$ cat config.mk
export PLATFORM = sky130hd
export DESIGN_NAME = adc_dump_framer
export DESIGN_NICKNAME = d
export VERILOG_FILES = /design/src/rtl/adc_dump_pkg.sv /design/src/rtl/adc_dump_snapshot.sv /design/src/rtl/adc_dump_seq.sv /design/src/rtl/adc_dump_byte_sel.sv /design/src/rtl/adc_dump_framer.sv
export SDC_FILE = /design/constraint.sdc
export NUM_CORES = 1
export LEC_CHECK = 0
export BUFFER_PORTS_ARGS = -buffer_cell sky130_fd_sc_hd__buf_2
export CORE_ASPECT_RATIO = 1.5
export CORE_MARGIN = 3
export CORE_UTILIZATION = 40
export CTS_CLUSTER_SIZE = 20
export DETAILED_ROUTE_END_ITERATION = 8
export SYNTH_ARGS = -nofsm -noshare
export SYNTH_HDL_FRONTEND = slang
export SYNTH_SLANG_ARGS = --single-unit
export TNS_END_PERCENT = 100
$ cat constraint.sdc
create_clock -name clk_i -period 3.5 [get_ports clk_i]
set_input_delay 0.7 -clock clk_i [delete_from_list [all_inputs] [get_ports clk_i]]
set_output_delay 0.7 -clock clk_i [all_outputs]
set_load 0.005 [all_outputs]
$ cat src/rtl/adc_dump_pkg.sv
package adc_dump_pkg;
  localparam int SAMPLE_W = 10;
  localparam int BYTE_W   = 8;
  localparam logic [7:0] HDR_BYTE  = 8'hA0;
  localparam logic [7:0] END_BYTE1 = 8'hFF;
  localparam logic [7:0] END_BYTE0 = 8'h00;

  typedef enum logic [2:0] {
    K_HDR,
    K_HI,
    K_LO,
    K_END1,
    K_END0
  } byte_kind_e;
endpackage

$ cat src/rtl/adc_dump_snapshot.sv
module adc_dump_snapshot
  import adc_dump_pkg::*;
#(
  parameter int N_CH = 8,
  localparam int TOT_W = N_CH * SAMPLE_W
) (
  input  logic             clk_i,
  input  logic             rst_ni,
  input  logic             cap_i,
  input  logic [TOT_W-1:0] samples_i,
  output logic [TOT_W-1:0] snap_o
);
  for (genvar c = 0; c < N_CH; c++) begin : g_ch
    logic [SAMPLE_W-1:0] q;
    always_ff @(posedge clk_i or negedge rst_ni) begin
      if (!rst_ni)    q <= '0;
      else if (cap_i) q <= samples_i[c*SAMPLE_W +: SAMPLE_W];
    end
    assign snap_o[c*SAMPLE_W +: SAMPLE_W] = q;
  end

  // snapshot only moves on capture
  p_snap_hold_r7: assert property (@(posedge clk_i) disable iff (!rst_ni)
    !cap_i |=> $stable(snap_o));
endmodule

$ cat src/rtl/adc_dump_seq.sv
module adc_dump_seq
  import adc_dump_pkg::*;
#(
  parameter int N_CH = 8,
  localparam int LAST  = 2 * N_CH + 2,
  localparam int IDX_W = $clog2(LAST + 1),
  localparam int CH_W  = (N_CH > 1) ? $clog2(N_CH) : 1
) (
  input  logic            clk_i,
  input  logic            rst_ni,
  input  logic            start_i,
  input  logic            ready_i,
  output logic            busy_o,
  output logic            cap_o,
  output byte_kind_e      kind_o,
  output logic [CH_W-1:0] ch_o
);
  logic             busy_q;
  logic [IDX_W-1:0] idx_q;
  logic             fire, last;

  assign cap_o = start_i & ~busy_q;
  assign fire  = busy_q & ready_i;
  assign last  = (idx_q == IDX_W'(LAST));

  always_ff @(posedge clk_i or negedge rst_ni) begin
    if (!rst_ni) begin
      busy_q <= 1'b0;
      idx_q  <= '0;
    end else if (cap_o) begin
      busy_q <= 1'b1;
      idx_q  <= '0;
    end else if (fire) begin
      busy_q <= ~last;
      idx_q  <= last ? '0 : idx_q + 1'b1;
    end
  end

  always_comb begin
    if (idx_q == '0)                            kind_o = K_HDR;
    else if (idx_q == IDX_W'(LAST - 1))         kind_o = K_END1;
    else if (last)                              kind_o = K_END0;
    else if (idx_q[0])                          kind_o = K_HI;
    else                                        kind_o = K_LO;
  end

  logic [IDX_W-1:0] pos;
  assign pos  = idx_q - 1'b1;
  assign ch_o = CH_W'(pos >> 1);
  assign busy_o = busy_q;

  p_end_r10: assert property (@(posedge clk_i) disable iff (!rst_ni)
    fire && last |=> !busy_o);
  p_stall_r8: assert property (@(posedge clk_i) disable iff (!rst_ni)
    busy_q && !ready_i |=> busy_q && $stable(idx_q));
  p_idx_bound_r6: assert property (@(posedge clk_i) disable iff (!rst_ni)
    busy_q |-> idx_q <= IDX_W'(LAST));
endmodule

$ cat src/rtl/adc_dump_byte_sel.sv
module adc_dump_byte_sel
  import adc_dump_pkg::*;
#(
  parameter int N_CH = 8,
  localparam int TOT_W = N_CH * SAMPLE_W,
  localparam int CH_W  = (N_CH > 1) ? $clog2(N_CH) : 1
) (
  input  byte_kind_e       kind_i,
  input  logic [CH_W-1:0]  ch_i,
  input  logic [TOT_W-1:0] snap_i,
  output logic [7:0]       data_o
);
  logic [SAMPLE_W-1:0] smp;

  always_comb begin
    smp = '0;
    for (int c = 0; c < N_CH; c++)
      if (int'(ch_i) == c) smp = snap_i[c*SAMPLE_W +: SAMPLE_W];
  end

  always_comb begin
    unique case (kind_i)
      K_HDR:   data_o = HDR_BYTE;
      K_HI:    data_o = {6'b0, smp[9:8]};
      K_LO:    data_o = smp[7:0];
      K_END1:  data_o = END_BYTE1;
      default: data_o = END_BYTE0;
    endcase
  end
endmodule

$ cat src/rtl/adc_dump_framer.sv
module adc_dump_framer
  import adc_dump_pkg::*;
#(
  parameter int N_CH = 8,
  localparam int TOT_W = N_CH * SAMPLE_W,
  localparam int CH_W  = (N_CH > 1) ? $clog2(N_CH) : 1
) (
  input  logic             clk_i,
  input  logic             rst_ni,
  input  logic             start_i,
  input  logic [TOT_W-1:0] samples_i,
  input  logic             ready_i,
  output logic [7:0]       data_o,
  output logic             valid_o,
  output logic             busy_o
);
  logic             cap;
  byte_kind_e       kind;
  logic [CH_W-1:0]  ch;
  logic [TOT_W-1:0] snap;

  adc_dump_seq #(.N_CH(N_CH)) u_seq (
    .clk_i, .rst_ni, .start_i, .ready_i,
    .busy_o, .cap_o(cap), .kind_o(kind), .ch_o(ch)
  );

  adc_dump_snapshot #(.N_CH(N_CH)) u_snap (
    .clk_i, .rst_ni, .cap_i(cap), .samples_i, .snap_o(snap)
  );

  adc_dump_byte_sel #(.N_CH(N_CH)) u_sel (
    .kind_i(kind), .ch_i(ch), .snap_i(snap), .data_o
  );

  assign valid_o = busy_o;

  p_header_r2: assert property (@(posedge clk_i) disable iff (!rst_ni)
    start_i && !busy_o |=> valid_o && data_o == HDR_BYTE);
  p_hold_r8: assert property (@(posedge clk_i) disable iff (!rst_ni)
    valid_o && !ready_i |=> valid_o && $stable(data_o));
  p_ignore_r9: assert property (@(posedge clk_i) disable iff (!rst_ni)
    busy_o && start_i && !ready_i |=> busy_o && $stable(data_o));
endmodule

# Word-level counts from Yosys, hierarchy flattened
# Index checks and enable logic that the tools add are counted.
[op_classes]
eq_ne = 12
n_mux = 18
reduce_logical = 4
n_addsub = 2
bitwise = 4
[op_table]
columns = ["operator", "count"]
rows = [
  ["10-bit two-way mux", 8],
  ["8-bit one-hot mux with 4 select lines", 1],
  ["5-bit two-way mux", 3],
  ["3-bit by 2-bit equality test with 1-bit output, second input constant", 4],
  ["3-bit equality test, second input constant", 4],
  ["5-bit equality test, second input constant", 2],
  ["3-bit two-way mux", 3],
  ["3-bit by 1-bit equality test with 1-bit output, second input constant", 2],
  ["3-bit logical NOT", 2],
  ["5-bit by 1-bit adder with 5-bit output, second input constant", 1],
  ["5-bit logical NOT", 1],
  ["4-bit by 1-bit subtractor with 4-bit output, second input constant", 1],
  ["1-bit AND", 2],
  ["1-bit two-way mux", 2],
  ["2-bit two-way mux", 1],
  ["1-bit NOT", 2],
  ["2-bit nonzero test", 1],
]
[word_totals]
register_bits = 86
input_bits = 84
output_inout_bits = 10

# Depth between registers and ports, before layout
# Gate-level depths: netlist (run 1).
[logic_depth]
word_depth = 11
ltp_mapped = 11

# By module
# A second synthesis (run 1) with hierarchy kept.
[hier_totals]
hier_cells = 318
hier_area_um2 = 4713.3
[modules_own_cells]
columns = ["module", "instances", "cells_each", "area_each_um2"]
rows = [
  ["adc_dump_snapshot", 1, 169, 3374.5],
  ["adc_dump_byte_sel", 1, 97, 863.3],
  ["adc_dump_seq", 1, 51, 467.9],
  ["adc_dump_framer", 1, 1, 7.5],
]

# Least setup slack after synthesis (run 1)
# OpenSTA, ideal clock, no wires.
[synth_path]
kind = "reg2out"
start = "register u_seq.idx_q[0]"
end = "output data_o[1]"
t_required_ns = 2.800
arrival_time_ns = 2.302
stages_incl_launch_ff = 11
path_slack_ns = 0.498
path_cell_list = "dfrtp_1 buf_2 inv_1 ha_1 clkbuf_1 buf_2 clkbuf_1 o211ai_1 a32oi_1 a21oi_1 o22ai_2"
[synth_via]
elab_chain_len = 11
word_cells_on_any_way = 29
cone_classes = "add/sub (1); eq/ne (12); mux (13); reduce/logical (3)"
[synth_lines]
columns = ["item", "line_no", "source"]
rows = [
  ["start, declared", "adc_dump_seq.sv:19", "logic [IDX_W-1:0] idx_q;"],
  ["start signal, assigned", "adc_dump_seq.sv:35", "idx_q <= last ? '0 : idx_q + 1'b1;"],
  ["4-bit by 1-bit subtractor with 4-bit output", "adc_dump_seq.sv:48", "assign pos = idx_q - 1'b1;"],
  ["3-bit logical NOT", "adc_dump_byte_sel.sv:18", "if (int'(ch_i) == c) smp = snap_i[c*SAMPLE_W +: SAMPLE_W];"],
  ["10-bit two-way mux (8 in series)", "adc_dump_byte_sel.sv:18", ""],
  ["8-bit one-hot mux with 4 select lines (*)", "adc_dump_byte_sel.sv:22", "unique case (kind_i)"],
  ["end, declared", "adc_dump_framer.sv:13", "output logic [7:0] data_o,"],
]
# Every way passes the cells marked *; elsewhere a longest branch is shown, timed or not.

# Final worst setup path (run 1)
[layout_path]
start = "register u_seq.idx_q[0]"
end = "output data_o[0]"
# Same word-level chain as after synthesis.

==> flow_summary.ini, run 1 <==
[drt]
drc = 0
wl_per_cell_microns = 18.91
dr_total_vias = 3459
viasPerCell = 5.422
wl_microns = 12060
antenna_left = 0
firstDrtPassIters = 4
drt-initial-drc-count = 192

[sta]
drv_slew = 0
finalSetupViolations = 0
finalCritPeriodShare_pct = 98.25
finalCriticalPeriod_ns = 3.439
worst_pin_slew_ns = 1.086
fin_worst_skew_ns = 0.003475
max_freq_mhz = 290.8
relSlewSlack_pct = 27.57
hold_viol_final = 0
rsz0062_at_grt = yes

[clock_tree]
path_clk_slew_ns = 0.06
hold_buffers = 0
clockBufferDepth = 2
clockRootBuffer = clkbuf_16
cts-buffers-inserted = 9
cts_sinks = 86
htree_levels = 3
tritoncts = done
clk_latency_ns = 0.33

[synthesis]
yosysWarnings = 0
synth_top_area_share_pct = 47.58
yosys-top-cells-count = dfrtp_1 (86), mux2_2 (85), nand2_1 (30)
synth_edf_count = 0
synthesis.area_sq_um = 4523
syn_area_per_cell_sq_um = 11.45
synth_most_common_cell = dfrtp_1
yosys.area.top_type = dfrtp_1
synthesis.nets = 484
synthesis.instances = 395
synth_seq_cells = 86
synthTopCellsByArea = dfrtp_1 (48%), mux2_2 (21%), mux2i_1 (3.5%)
seq_area_frac_synth_pct = 47.58
synth.distinct_cells = 57
async_reset_ff_share_pct = 100.0
ys.flop_type = dfrtp_1

[power]
combPwrFrac_pct = 52.2
cellInternalPower_mw = 3.649
p_seq_share_pct = 31.5
ir_drop_uv = 482.3
powerDensity_nw_per_um2 = 1079
switching_share_pct = 39.33
p_leak_nw = 2.409
power_frac_clock_pct = 16.3
p_total_mw = 6.014
p_switching_mw = 2.365

[setup_path]
crit_slowest_cell = dfrtp_1
cp_num_cells = 8
critPathBufInv = 2
slowest_delay_ns = 0.40
crit_type = reg -> out
cp_data_arrival_time_ns = 2.74
cp-end-kind = output pin
critPathLaunch = u_seq.idx_q[0]$_DFFE_PN0P_
reg2reg_to = u_snap.g_ch[7].q[7]$_DFFE_PN0P_
worstPathMaxFanout = 13
reg2reg_depth = 3
start_kind = flip-flop
rrSetupSlack_ns = 1.62
reg2reg_from = u_seq.busy_o$_DFFE_PN0P_
cp_top_family = compound AO/OA/AOI/OAI gates
crit_chain = buf_4, or3_4, a21o_1, mux2i_4, o21ai_1, a21boi_1, o311ai_1, buf_2
timing.critical_path.to = data_o[0]
cp.required_ns = 2.80

[flow_run]
cap_violations = 0

[global_routing]
track_usage_pct = 20.14
grt_pass1_vias = 3744
grt_start_max_net_pins = 87
antenna_found_initial = 0
grt_pass1_wl_microns = 19480
grt_overflow_total = 0

[place]
port_buffers = 93
gp_congestion = 0.9900
hpwlAfterDp_microns = 9033
placed_cell_area_sq_um = 5181
place_inst = 619

[min_path]
hold_path_class = reg -> reg

[layout]
layout-drive-gt1-share_pct = 46.96
fillers = 1042
n_antenna_cell = 0
multi_input_area_sq_um = 2262
area_growth_pct = 23.26
fin_nets = 579
seq_area_sq_um = 2153
fin_util_pct = 51.53
stdcell_area_sq_um = 5575
final_cells = 638

[floorplanning]
ioPinCount = 94
die_w_microns = 92.83
die_h_microns = 136.2
dieArea_sq_um = 12650
core_area_sq_um = 10820
rows = 46
start_util_pct = 41.80

[status]
status = completed
==> power groups by stage <==
stage	clock network (mW)	registers, mW	logic, mW
after global routing	1.04	1.96	3.46
after CTS	1.00	1.89	3.06
after detailed placement	0	1.91	3.00
after floorplan	0	1.71	2.23
final	0.980	1.89	3.14
after global placement	0	1.90	2.96
==> sequential cells by signal (all words and copies together) (netlist names) <==
signal	flops
u_seq.busy_o	1
u_seq.idx_q	5
u_snap.g_ch.q	80
==> how the worst min path moves through the flow <==
| stage | from | endpoint | slack, ns | cells past startpoint |
|---|---|---|---|---|
| finish | u_snap.g_ch[3].q[2]$_DFFE_PN0P_ | u_snap.g_ch[3].q[2]$_DFFE_PN0P_ | 0.50 | 1 |
| CTS | u_snap.g_ch[3].q[2]$_DFFE_PN0P_ | u_snap.g_ch[3].q[2]$_DFFE_PN0P_ | 0.51 | 1 |
| floorplan | rst_ni | u_seq.busy_o$_DFFE_PN0P_ | 0.40 | 0 |
| global placement | u_snap.g_ch[6].q[7]$_DFFE_PN0P_ | u_snap.g_ch[6].q[7]$_DFFE_PN0P_ | 0.49 | 1 |
| detailed placement | u_snap.g_ch[3].q[2]$_DFFE_PN0P_ | u_snap.g_ch[3].q[2]$_DFFE_PN0P_ | 0.49 | 1 |
| global route | u_snap.g_ch[6].q[7]$_DFFE_PN0P_ | u_snap.g_ch[6].q[7]$_DFFE_PN0P_ | 0.52 | 1 |
==> logic make-up after synthesis <==
| logic type | Yosys count | share of synthesized area, % |
|---|---|---|
| muxes | 102 | 25.20 |
| AOI/OAI and AO/OA | 86 | 13.17 |
| DFF | 86 | 47.58 |
| and+or+nand+nor | 80 | 8.686 |
| buffers and inverters | 33 | 3.402 |
| adders and majority gates | 5 | 1.383 |
| xor gates and xnor gates | 3 | 0.5810 |
==> layer usage <==
metal | track usage, % | wire (microns) | vias up
li1 | - | - | 1645
met1 | 22.62 | 4560 | 1706
met2 | 36.31 | 6585 | 91
met3 | 3.931 | 523 | 17
met4 | 9.372 | 394 | 0
met5 | 0 | 0 | -
==> area by class of cell <==
class,instances,share of cell area [%]
Clock buffer,12,4.780
Clock inverter,3,0.7630
Inverter,5,0.4039
Multi-Input combinational cell,276,40.57
Sequential cell,86,38.62
Tap cell,144,3.232
Timing Repair Buffer,112,11.62
==> layout by cell type (no fill, tap or decap), types with 3 or more instances in the layout <==
| cell | count |
|---|---|
| a221oi_1 | 3 |
| buf_4 | 17 |
| ha_1 | 3 |
| nand2b_1 | 3 |
| o21ai_0 | 16 |
| nand3_1 | 8 |
| dfrtp_1 | 85 |
| nand2_1 | 30 |
| a31oi_1 | 6 |
| a21oi_1 | 15 |
| clkbuf_16 | 9 |
| inv_1 | 3 |
| o21a_1 | 5 |
| o221ai_1 | 6 |
| clkbuf_8 | 3 |
| nor3_1 | 10 |
| mux2i_1 | 16 |
| o21ai_1 | 4 |
| o22ai_1 | 4 |
| and3_1 | 5 |
| buf_12 | 3 |
| buf_2 | 92 |
| mux2_2 | 85 |
| nor2_1 | 11 |
==> timing repair <==
action,in CTS,in global routing
gates resized for setup,5,10
endpoints found under the setup margin,5,8
setup buffers,0,4
==> through the flow <==
step	setup TNS [ns]	hold WS (ns)	setup slack, ns
floorplan	0	0.4044	0.4979
global placement	0	0.4902	0.3469
detailed placement	0	0.4949	0.3320
CTS	-0.03912	0.5083	-0.03912
global route	-0.1150	0.5220	-0.06752
finish	0	0.5042	0.06114
==> worst reg2reg max path: cells and delay by family (launching register included) <==
kind / cells / cell delay, ns
buf+inv: 1 / 0.28
mux: 1 / 0.38
simple gates: 1 / 0.64
flops: 1 / 0.46
Power figures use the tool's default switching activity.
==> inputs of run 2 (changes only) <==
--- a/config.mk
+++ b/config.mk
@@ -5,12 +5,12 @@
 export SDC_FILE = /design/constraint.sdc
 export NUM_CORES = 1
 export LEC_CHECK = 0
-export BUFFER_PORTS_ARGS = -buffer_cell sky130_fd_sc_hd__buf_2
 export CORE_ASPECT_RATIO = 1.5
 export CORE_MARGIN = 3
 export CORE_UTILIZATION = 40
 export CTS_CLUSTER_SIZE = 20
 export DETAILED_ROUTE_END_ITERATION = 8
+export DONT_BUFFER_PORTS = 1
 export SYNTH_ARGS = -nofsm -noshare
 export SYNTH_HDL_FRONTEND = slang
 export SYNTH_SLANG_ARGS = --single-unit
==> run 2 against run 1 <==
Sequential power about the same. Worst hold slack got worse by 0.45 ns. Sequential share of layout area increased by 4.0 points. Routed wire length decreased by 4.8%. Largest power group unchanged. Maximum frequency increased by 1.4%. Die area unchanged. Clock power decreased by 14%.
==> flow_summary.ini, run 2 (synthesis gave the netlist of run 1 again) <==
[status]
status = completed

[layout]
final_cell_mix = mux2_2 (85), dfrtp_1 (84), nand2_1 (30)
area_growth_pct = 11.84
fin_nets = 488
final_common_cell = mux2_2
largest_reg_flops = 80
n_antenna_cell = 0
layout-drive-gt1-share_pct = 34.49
top_register = u_snap.g_ch.q

[global_routing]
grt_overflow_total = 0
top_usage_layer = met2
grt.met3_usage_pct = 5.094
met2_usage_pct = 35.59
track_usage_pct = 19.04
antenna_found_initial = 0
grt_start_max_net_pins = 87
grt_pass1_vias = 3408
grt_util_met1_pct = 20.07
grt_pass1_wl_microns = 18240

[sta]
relSlewSlack_pct = 57.83
setup-tns-final_ns = 0
finalSetupViolations = 0
fin_worst_skew_ns = 0.004458
hold_viol_final = 0
worst_pin_slew_ns = 0.6326
finalCritPeriodShare_pct = 96.90
drv_slew = 0
finalCriticalPeriod_ns = 3.391
max_freq_mhz = 294.9

[drt]
firstDrtPassIters = 4
dr_total_vias = 3123
drt-initial-drc-count = 165
viasPerCell = 5.709
wl_microns = 11490
drc = 0
antenna_left = 0
wl_per_cell_microns = 21.00

[floorplanning]
die_h_microns = 136.2
ioPinCount = 94
start_util_pct = 41.80
die_w_microns = 92.83
dieArea_sq_um = 12650
rows = 46
core_area_sq_um = 10820

[power]
powerDensity_nw_per_um2 = 1140
p_leak_nw = 2.014
ir_drop_uv = 508.5
p_total_mw = 5.765

[clock_tree]
htree_levels = 3
clk_latency_ns = 0.34
hold_buffers = 0
clockBufferDepth = 2
tritoncts = done
cts-buffers-inserted = 9
clockRootBuffer = clkbuf_16
cts_sinks = 86
path_clk_slew_ns = 0.06

[setup_path]
worstPathMaxFanout = 9
crit_type = reg -> out
cp-end-kind = output pin
cp.required_ns = 2.80
reg2reg_depth = 8
start_kind = flip-flop
cp_data_arrival_time_ns = 2.69

[flow_run]
cap_violations = 0

[place]
port_buffers = 0
gp_congestion = 0.9347
hpwlAfterDp_microns = 8767

[min_path]
hold_path_class = in -> async
-- run 2: cell count changes in the layout (fill, tap and decap cells not counted), sizes merged --
cell,before,now
clkinvlp,2,3
clkinv,1,0
inv,4,5
bufinv,1,0
buf,112,21
-- run 2: final cells by class --
cell class,count,area (sq um)
clock buffers,12,236.5
clock inverters,3,22.52
fillers,1068,5762
inverters,5,18.77
multi-input cells,276,2277
flip-flops and latches,86,2155
well taps,144,180.2
repair buffers,21,168.9
-- run 2: timing repair --
| action | CTS | global route |
|---|---|---|
| setup buffers | 0 | 4 |
| gates resized for setup | 3 | 13 |
| endpoints found under the setup margin | 3 | 5 |
-- run 2: critical path, stage by stage, from the launching register on --
cell and delay [ns]:
dfrtp_2 0.46, buf_4 0.16, or3_4 0.37, a21o_1 0.24
mux2i_4 0.29, nand2_1 0.24, o221ai_1 0.25, o311ai_2 0.17
buf_4 0.17
-- run 2: layer usage --
metal,wire [microns],vias to the layer above
met1,4262,1574
met3,527,16
li1,-,1463
met5,0,-
met4,281,0
met2,6417,70
-- run 2: through the flow --
| step | hold WS [ns] | cell area, sq um | std cells | utilization [%] | worst slack (ns) |
|---|---|---|---|---|---|
| 2_1_floorplan | 0.4044 | 4523 | 395 | - | 0.4979 |
| 3_3_place_gp | 0.4084 | 4703 | 528 | 43.47 | 0.2562 |
| 3_5_place_dp | 0.4088 | 4703 | 528 | 43.47 | 0.2624 |
| 4_1_cts | 0.04514 | 4965 | 543 | 45.88 | -0.06340 |
| 5_1_grt | 0.03958 | 5059 | 547 | 46.75 | -0.01096 |
| 6_report | 0.05728 | 5059 | 547 | 46.75 | 0.1087 |
-- run 2: worst paths after layout --
kind                       slack [ns]                       startpoint                              end
setup / recovery                 0.11       u_seq.idx_q[0]$_DFFE_PN0P_                        data_o[0]
hold / removal                   0.06                           rst_ni  u_snap.g_ch[2].q[7]$_DFFE_PN0P_
setup reg to reg                 1.61       u_seq.idx_q[2]$_DFFE_PN0P_       u_seq.idx_q[4]$_DFFE_PN0P_
hold reg to reg                  0.51  u_snap.g_ch[4].q[4]$_DFFE_PN0P_  u_snap.g_ch[4].q[4]$_DFFE_PN0P_
max in group asynchronous        3.27                           rst_ni  u_snap.g_ch[3].q[0]$_DFFE_PN0P_
min in group clk_i               0.49                    samples_i[47]  u_snap.g_ch[4].q[7]$_DFFE_PN0P_
-- run 2: power breakdown --
group / total (mW) / internal, mW / switching, mW / leakage [nW]
Combinational: 3.04 / 1.47 / 1.57 / 0.883
Clock: 0.847 / 0.477 / 0.370 / 0.115
Sequential: 1.88 / 1.50 / 0.378 / 1.02
Total: 5.76 / 3.44 / 2.32 / 2.01
